<file path="src/rtl/evt_mon_pkg.sv">
package evt_mon_pkg;
  localparam int unsigned DATA_W     = 32;
  localparam int unsigned BE_W       = DATA_W / 8;
  localparam int unsigned IE_LSB     = 8;
  localparam int unsigned OVF_LSB    = 16;
  localparam int unsigned WORD_CTRL  = 0;
  localparam int unsigned WORD_SEL0  = 1;
  localparam int unsigned WORD_CNT0  = 3;

  function automatic int unsigned sel_word(int unsigned idx);
    return WORD_SEL0 + idx / BE_W;
  endfunction

  function automatic int unsigned sel_lane(int unsigned idx);
    return idx % BE_W;
  endfunction
endpackage

</file>
<file path="src/rtl/evt_mon_counter.sv">
module evt_mon_counter
  import evt_mon_pkg::*;
#(
  parameter int unsigned SEL_W   = 8,
  parameter int unsigned NUM_EVT = 1 << SEL_W
) (
  input  logic              clk_i,
  input  logic              rst_ni,
  input  logic              gen_i,
  input  logic [NUM_EVT-1:0] evt_i,
  input  logic              sel_we_i,
  input  logic [SEL_W-1:0]  sel_wdata_i,
  input  logic [BE_W-1:0]   cnt_be_i,
  input  logic [DATA_W-1:0] cnt_wdata_i,
  output logic [SEL_W-1:0]  sel_o,
  output logic [DATA_W-1:0] cnt_o,
  output logic              wrap_o
);
  logic [SEL_W-1:0]  sel_q;
  logic [DATA_W-1:0] cnt_q, cnt_d;
  logic              hit, wr_any;

  assign hit    = gen_i && (sel_q != '0) && evt_i[sel_q];
  assign wr_any = |cnt_be_i;
  assign wrap_o = hit && !wr_any && (&cnt_q);

  always_comb begin
    cnt_d = cnt_q;
    if (wr_any) begin
      for (int b = 0; b < int'(BE_W); b++)
        if (cnt_be_i[b]) cnt_d[8*b +: 8] = cnt_wdata_i[8*b +: 8];
    end else if (hit) begin
      cnt_d = cnt_q + DATA_W'(1);
    end
  end

  always_ff @(posedge clk_i or negedge rst_ni) begin
    if (!rst_ni) begin
      sel_q <= '0;
      cnt_q <= '0;
    end else begin
      if (sel_we_i) sel_q <= sel_wdata_i;
      cnt_q <= cnt_d;
    end
  end

  assign sel_o = sel_q;
  assign cnt_o = cnt_q;

  AST_SEL_ZERO_IDLE: assert property (@(posedge clk_i) disable iff (!rst_ni)
    (sel_q == '0 && !wr_any) |=> $stable(cnt_q));
  AST_GEN_OFF_IDLE: assert property (@(posedge clk_i) disable iff (!rst_ni)
    (!gen_i && !wr_any) |=> $stable(cnt_q));
  AST_STEP_ONE: assert property (@(posedge clk_i) disable iff (!rst_ni)
    !wr_any |=> (cnt_q == $past(cnt_q) || cnt_q == $past(cnt_q) + DATA_W'(1)));
  AST_WR_WINS: assert property (@(posedge clk_i) disable iff (!rst_ni)
    (&cnt_be_i) |=> cnt_q == $past(cnt_wdata_i));
endmodule

</file>
<file path="src/rtl/evt_mon_ctrl.sv">
module evt_mon_ctrl
  import evt_mon_pkg::*;
#(
  parameter int unsigned NUM_CNT = 8
) (
  input  logic               clk_i,
  input  logic               rst_ni,
  input  logic               gen_we_i,
  input  logic               gen_d_i,
  input  logic               ie_we_i,
  input  logic [NUM_CNT-1:0] ie_d_i,
  input  logic [NUM_CNT-1:0] clr_i,
  input  logic [NUM_CNT-1:0] wrap_i,
  output logic               gen_o,
  output logic [DATA_W-1:0]  ctrl_o,
  output logic [NUM_CNT-1:0] irq_o
);
  logic               gen_q;
  logic [NUM_CNT-1:0] ie_q, ovf_q;

  always_ff @(posedge clk_i or negedge rst_ni) begin
    if (!rst_ni) begin
      gen_q <= 1'b0;
      ie_q  <= '0;
      ovf_q <= '0;
    end else begin
      if (gen_we_i) gen_q <= gen_d_i;
      if (ie_we_i)  ie_q  <= ie_d_i;
      ovf_q <= (ovf_q & ~clr_i) | wrap_i; // set beats clear
    end
  end

  always_comb begin
    ctrl_o                     = '0;
    ctrl_o[0]                  = gen_q;
    ctrl_o[IE_LSB +: NUM_CNT]  = ie_q;
    ctrl_o[OVF_LSB +: NUM_CNT] = ovf_q;
  end

  assign gen_o = gen_q;
  assign irq_o = ovf_q & ie_q;

  AST_OVF_SET: assert property (@(posedge clk_i) disable iff (!rst_ni)
    (wrap_i != '0) |=> ((ovf_q & $past(wrap_i)) == $past(wrap_i)));
  AST_OVF_RISE: assert property (@(posedge clk_i) disable iff (!rst_ni)
    ((ovf_q & ~$past(ovf_q)) & ~$past(wrap_i)) == '0);
  AST_OVF_HOLD: assert property (@(posedge clk_i) disable iff (!rst_ni)
    (($past(ovf_q) & ~ovf_q) & ~$past(clr_i)) == '0);
endmodule

</file>
<file path="src/rtl/evt_mon_regif.sv">
module evt_mon_regif
  import evt_mon_pkg::*;
#(
  parameter int unsigned NUM_CNT = 8,
  parameter int unsigned SEL_W   = 8,
  parameter int unsigned WORD_W  = 4
) (
  input  logic                          clk_i,
  input  logic                          rst_ni,
  input  logic                          req_i,
  input  logic                          we_i,
  input  logic [WORD_W-1:0]             addr_i,
  input  logic [BE_W-1:0]               be_i,
  input  logic [DATA_W-1:0]             wdata_i,
  input  logic [DATA_W-1:0]             ctrl_q_i,
  input  logic [NUM_CNT-1:0][SEL_W-1:0] sel_q_i,
  input  logic [NUM_CNT-1:0][DATA_W-1:0] cnt_q_i,
  output logic                          gen_we_o,
  output logic                          gen_d_o,
  output logic                          ie_we_o,
  output logic [NUM_CNT-1:0]            ie_d_o,
  output logic [NUM_CNT-1:0]            clr_o,
  output logic [NUM_CNT-1:0]            sel_we_o,
  output logic [NUM_CNT-1:0][SEL_W-1:0] sel_wdata_o,
  output logic [NUM_CNT-1:0][BE_W-1:0]  cnt_be_o,
  output logic [DATA_W-1:0]             rdata_o
);
  logic wr, rd, ctrl_hit;
  logic [DATA_W-1:0] rd_word;

  assign wr       = req_i && we_i;
  assign rd       = req_i && !we_i;
  assign ctrl_hit = addr_i == WORD_W'(WORD_CTRL);

  assign gen_we_o = wr && ctrl_hit && be_i[0];
  assign gen_d_o  = wdata_i[0];
  assign ie_we_o  = wr && ctrl_hit && be_i[IE_LSB/8];
  assign ie_d_o   = wdata_i[IE_LSB +: NUM_CNT];
  assign clr_o    = (wr && ctrl_hit && be_i[OVF_LSB/8]) ? wdata_i[OVF_LSB +: NUM_CNT] : '0;

  for (genvar i = 0; i < int'(NUM_CNT); i++) begin : g_dec
    localparam int unsigned SW = sel_word(i);
    localparam int unsigned SL = sel_lane(i);
    assign sel_we_o[i]    = wr && (addr_i == WORD_W'(SW)) && be_i[SL];
    assign sel_wdata_o[i] = wdata_i[8*SL +: SEL_W];
    assign cnt_be_o[i]    = (wr && (addr_i == WORD_W'(WORD_CNT0 + i))) ? be_i : '0;
  end

  always_comb begin
    rd_word = '0;
    if (ctrl_hit) rd_word = ctrl_q_i;
    for (int i = 0; i < int'(NUM_CNT); i++) begin
      if (addr_i == WORD_W'(sel_word(i)))
        rd_word[8*sel_lane(i) +: SEL_W] = sel_q_i[i];
      if (addr_i == WORD_W'(WORD_CNT0 + i))
        rd_word = cnt_q_i[i];
    end
  end

  assign rdata_o = rd ? rd_word : '0;

  AST_RSV_ZERO: assert property (@(posedge clk_i) disable iff (!rst_ni)
    (rd && ctrl_hit) |-> (rdata_o[7:1] == '0 && rdata_o[31:24] == '0));
endmodule

</file>
<file path="src/rtl/evt_mon_unit.sv">
module evt_mon_unit
  import evt_mon_pkg::*;
#(
  parameter int unsigned NUM_CNT = 8,
  parameter int unsigned SEL_W   = 8,
  parameter int unsigned WORD_W  = 4,
  localparam int unsigned NUM_EVT = 1 << SEL_W
) (
  input  logic               clk_i,
  input  logic               rst_ni,
  input  logic               req_i,
  input  logic               we_i,
  input  logic [WORD_W-1:0]  addr_i,
  input  logic [BE_W-1:0]    be_i,
  input  logic [DATA_W-1:0]  wdata_i,
  output logic [DATA_W-1:0]  rdata_o,
  input  logic [NUM_EVT-1:0] evt_i,
  output logic [NUM_CNT-1:0] irq_o
);
  logic                           gen_we, gen_d, ie_we, gen;
  logic [NUM_CNT-1:0]             ie_d, clr, sel_we, wrap;
  logic [DATA_W-1:0]              ctrl_q;
  logic [NUM_CNT-1:0][SEL_W-1:0]  sel_q, sel_wdata;
  logic [NUM_CNT-1:0][DATA_W-1:0] cnt_q;
  logic [NUM_CNT-1:0][BE_W-1:0]   cnt_be;

  evt_mon_regif #(.NUM_CNT(NUM_CNT), .SEL_W(SEL_W), .WORD_W(WORD_W)) u_regif (
    .clk_i, .rst_ni, .req_i, .we_i, .addr_i, .be_i, .wdata_i,
    .ctrl_q_i(ctrl_q), .sel_q_i(sel_q), .cnt_q_i(cnt_q),
    .gen_we_o(gen_we), .gen_d_o(gen_d), .ie_we_o(ie_we), .ie_d_o(ie_d),
    .clr_o(clr), .sel_we_o(sel_we), .sel_wdata_o(sel_wdata),
    .cnt_be_o(cnt_be), .rdata_o
  );

  evt_mon_ctrl #(.NUM_CNT(NUM_CNT)) u_ctrl (
    .clk_i, .rst_ni, .gen_we_i(gen_we), .gen_d_i(gen_d),
    .ie_we_i(ie_we), .ie_d_i(ie_d), .clr_i(clr), .wrap_i(wrap),
    .gen_o(gen), .ctrl_o(ctrl_q), .irq_o
  );

  for (genvar i = 0; i < int'(NUM_CNT); i++) begin : g_cnt
    evt_mon_counter #(.SEL_W(SEL_W), .NUM_EVT(NUM_EVT)) u_cnt (
      .clk_i, .rst_ni, .gen_i(gen), .evt_i,
      .sel_we_i(sel_we[i]), .sel_wdata_i(sel_wdata[i]),
      .cnt_be_i(cnt_be[i]), .cnt_wdata_i(wdata_i),
      .sel_o(sel_q[i]), .cnt_o(cnt_q[i]), .wrap_o(wrap[i])
    );
  end
endmodule

</file>
<file path="config.mk">
export PLATFORM = sky130hd
export DESIGN_NAME = evt_mon_unit
export DESIGN_NICKNAME = d
export VERILOG_FILES = /design/src/rtl/evt_mon_pkg.sv /design/src/rtl/evt_mon_counter.sv /design/src/rtl/evt_mon_ctrl.sv /design/src/rtl/evt_mon_regif.sv /design/src/rtl/evt_mon_unit.sv
export SDC_FILE = /design/constraint.sdc
export NUM_CORES = 2
export LEC_CHECK = 0
export CAP_MARGIN = 40
export CORE_UTILIZATION = 40
export DETAILED_ROUTE_END_ITERATION = 6
export PLACE_DENSITY = 0.67
export SLEW_MARGIN = 0
export SYNTH_ARGS = -nofsm -noshare
export SYNTH_HDL_FRONTEND = slang
export SYNTH_SLANG_ARGS = --single-unit
</file>
<file path="constraint.sdc">
create_clock -name clk_i -period 4.98 [get_ports clk_i]
set_input_delay 1.245 -clock clk_i [delete_from_list [all_inputs] [get_ports clk_i]]
set_output_delay 1.245 -clock clk_i [all_outputs]
set_load 0.01 [all_outputs]
</file>
==> reports/qor.yml <==
yosys:
  synth_xor_area_share_pct: 0.0219
  ys_top_cells_by_area: "mux4_2 (28%), dfrtp_1 (21%), mux2i_1 (4.5%)"
  syn-cell-area_um2: 40000
  netlist.area_leader.share_pct: 27.7
  synth.largest_area_cell: "mux4_2"
  ys.flop_type: "dfrtp_1"
  synth_edf_count: 0
  postSynthNetCount: 4480
  async_reset_ff_share_pct: 100
  synth_seq_cells: 337
  synth_top_family_by_area: "multiplexers"
  yosys.area_share.simple_pct: 14.7
  yosysWarnings: 0
  seq_area_frac_synth_pct: 21.1
  synthMuxAreaShare_pct: 34.9
  synthAdderAreaFrac_pct: 0.250
  netlist_instances: 4172
  synth_compound_area_share_pct: 23.4
  synth.distinct_cells: 102
  syn_avg_cell_area_um2: 9.60
clocking:
  root_buffer: "clkbuf_16"
  clkLatencyLatePin_ps: 610
  cts_inserted_buffers: 42
  h-tree-depth: 2
  clkTransAtPathRegs_ps: 50
  cts_sinks: 337
  clk_path_buf_depth: 3
  cts_tree: "yes"
  holdBufCountCts: 0
floorplanning:
  die_y_um: 318
  die_area_um2: 101000
  placementRows: 115
  start_util_pct: 40.6
  ios: 340
  core_area_um2: 98700
  die_w_um: 318
setup_path:
  crit_slowest_cell: "or4b_4"
  startpoint_type: "input pin"
  r2r-start: "g_cnt[1].u_cnt.sel_o[0]"
  cp_num_cells: 13
  crit_fanout: 5
  cp.arrival_ps: 3800
  critical_path.cell_chain: "clkdlybuf4s15_2 > or4b_4 > buf_6 > nor2_1 > a31oi_1 > a21oi_2 > a21oi_2 > buf_4 > a211o_1 > o21ai_2 > a31oi_2 > buf_4 > clkdlybuf4s15_1"
  worst-path-buf-inv: 5
  startpoint: "addr_i[2]"
  critPathMaxStageDelay_ps: 600
  r2r_cells: 11
  path_delay_family: "buffers and inverters"
  critPathKind: "in -> out"
  cp.required_ps: 3730
  crit_path_end_kind: "primary output"
drt:
  ant_nets: 0
  drtPass1Iterations: 7
  drc: 3
  dr.first_iter.drc_count: 9185
  avgRoutedWirePerCell_um: 37.7
  vias: 45600
  vias_per_cell: 7.61
  wl_um: 226000
sta:
  rsz0062_at_grt: "yes"
  clock.fmax_ghz: 0.198
  period_needed_ps: 5040
  clock_skew_ps: 36.1
  worstMarginPinSlew_ps: 1090
  fin_crit_sh_pct: 101
  setup_viol: 1
  slew_viol_final: 0
  finalHoldViolations: 0
  finalWorstSetupSlack_ps: -61.1
  finalSetupTns_ps: -61.1
  maxSlewHeadroom_pct: 26.9
pwr:
  p_leak_uw: 0.0181
  ir_worst_vdd_mv: 0.227
  sequentialPowerShare_pct: 28.9
  power_density_nw_per_um2: 291
  cell_internal_pwr_uw: 8230
  p_total_uw: 14500
  p_sw_share_pct: 43.2
  pwr-share-comb_pct: 46.2
  clkPwrFrac_pct: 24.9
  p_switching_uw: 6260
final_layout:
  finish.utilization_pct: 50.5
  syn_to_final_growth_pct: 24.6
  drive_above_1_share_pct: 28.6
  final_common_cell: "mux4_2"
  final_cell_mix: "mux4_2 (492), buf_4 (471), nand2_1 (328), dfrtp_1 (313), a21oi_1 (305)"
  fin_nets: 4973
outcome:
  violations: "design-rule violations, negative setup slack"
  status: "finished with violations"
global_routing:
  antenna_found_initial: 20
  grt_pass1_vias: 42500
  grt_max_degree: 85
  grt_pass1_wl_um: 319000
  track_usage_pct: 43.4
  grt_overflow_total: 0
worst_hold_path:
  hold_start: "g_cnt[6].u_cnt.sel_o[4]"
  hold_path.class: "reg -> reg"
  holdPathStages: 2
placed_design:
  io_buffer_count: 339
  dpl.hpwl_um: 169000
  place.gp.congestion: 1.12
run:
  max-cap-violations: 0
cell usage after synthesis (12+ instances only):
cell type,number
nand2b_1,18
and2_1,42
a22oi_1,106
a222oi_1,14
clkbuf_1,273
a21oi_1,319
or3_1,13
and3_1,90
o2bb2a_1,21
buf_1,26
nand4_1,44
dfrtp_1,337
nor2b_1,37
a211oi_1,31
nand2_1,332
inv_1,71
mux4_2,492
a21o_1,12
a2bb2oi_1,76
a211o_1,24
a31oi_1,115
a41oi_1,20
nor3_1,65
mux2i_1,180
o211ai_1,22
o21ai_0,203
o221ai_1,37
buf_4,21
nor2_1,256
buf_2,86
nor4_1,38
a22o_1,28
mux2_2,94
nand3b_1,12
o22ai_1,102
o2bb2ai_1,15
buf_6,15
o31ai_1,16
and4_1,20
nand3_1,162
a221oi_1,37
o22a_1,52
worst min-delay path, cell delays in order (launching register included):
cell and delay, ps:
dfrtp_1 370, clkinv_1 60, o21ai_0 70
kinds of logic (layout without fill, tap and decap cells):
kind of cell             after synthesis  count (layout)
AO/OA/AOI/OAI                       1368            1368
other                                  0               7
adder cells (fa/ha/maj)                8               8
flip-flops                           337             337
XOR/XNOR                               1               1
AND/OR/NAND/NOR                     1186            1186
buffers and inverters                505            1032
multiplexers                         767             767
layer usage:
| layer | wire (um) | GRT usage [%] | vias to the layer above |
|---|---|---|---|
| met5 | 153 | 0 | - |
| met4 | 21200 | 32.3 | 20 |
| met3 | 35100 | 16.1 | 1023 |
| met2 | 91500 | 60.7 | 4358 |
| met1 | 78100 | 54.5 | 22200 |
| li1 | - | - | 18000 |
power groups by stage:
stage                     combinational, uW  clock, uW  sequential, uW
after floorplan                        3950          0            3380
after global placement                 6090          0            4220
after detailed placement               6270          0            4160
after CTS                              6310       3610            4110
after global routing                   6820       3700            4160
final                                  6690       3610            4190
area by class of cell:
class / instances / area [um^2]
antenna: 7 / 17.5
clock buffer: 51 / 1140
clock inverter: 27 / 450
fill: 9151 / 48800
inverter: 77 / 289
multi-input combinational: 3330 / 29700
sequential: 337 / 8480
tap: 1287 / 1610
timing repair buffer: 877 / 8210
registers in the layout, indices dropped and copies added, names as in the netlist:
| register | count |
|---|---|
| g_cnt.u_cnt.sel_o | 64 |
| g_cnt.u_cnt.cnt_o | 256 |
| u_ctrl.ovf_q | 8 |
| u_ctrl.ie_q | 8 |
| u_ctrl.gen_o | 1 |
worst paths after layout:
| check | to | slack (ps) |
|---|---|---|
| min | g_cnt[6].u_cnt.sel_o[4] | 550 |
| max | rdata_o[21] | -60 |
| min in group asynchronous | g_cnt[0].u_cnt.cnt_o[26] | 650 |
| max in group asynchronous | g_cnt[5].u_cnt.sel_o[0] | 3370 |
| max reg2reg | g_cnt[1].u_cnt.cnt_o[30] | 330 |
| min reg2reg | g_cnt[6].u_cnt.sel_o[4] | 550 |
through the flow:
| stage | hold slack, ps | setup slack, ps | cell area, um^2 | cells |
|---|---|---|---|---|
| after global placement | 536 | -949 | 47400 | 5867 |
| after global routing | 587 | -50.1 | 49900 | 5987 |
| final | 554 | -61.1 | 49900 | 5993 |
| after floorplan | 450 | 371 | 40000 | 4172 |
| after detailed placement | 550 | -925 | 47900 | 5886 |
| after CTS | 559 | -85.4 | 49700 | 5981 |
timing repair:
action                                  CTS  global route
gates cloned                              1             0
pin swaps                                36            25
endpoints found under the setup margin   32            13
setup buffers                            18             2
resized for setup                        93            34
endpoints found under the hold margin     0             0
Power figures use the tool's default switching activity.
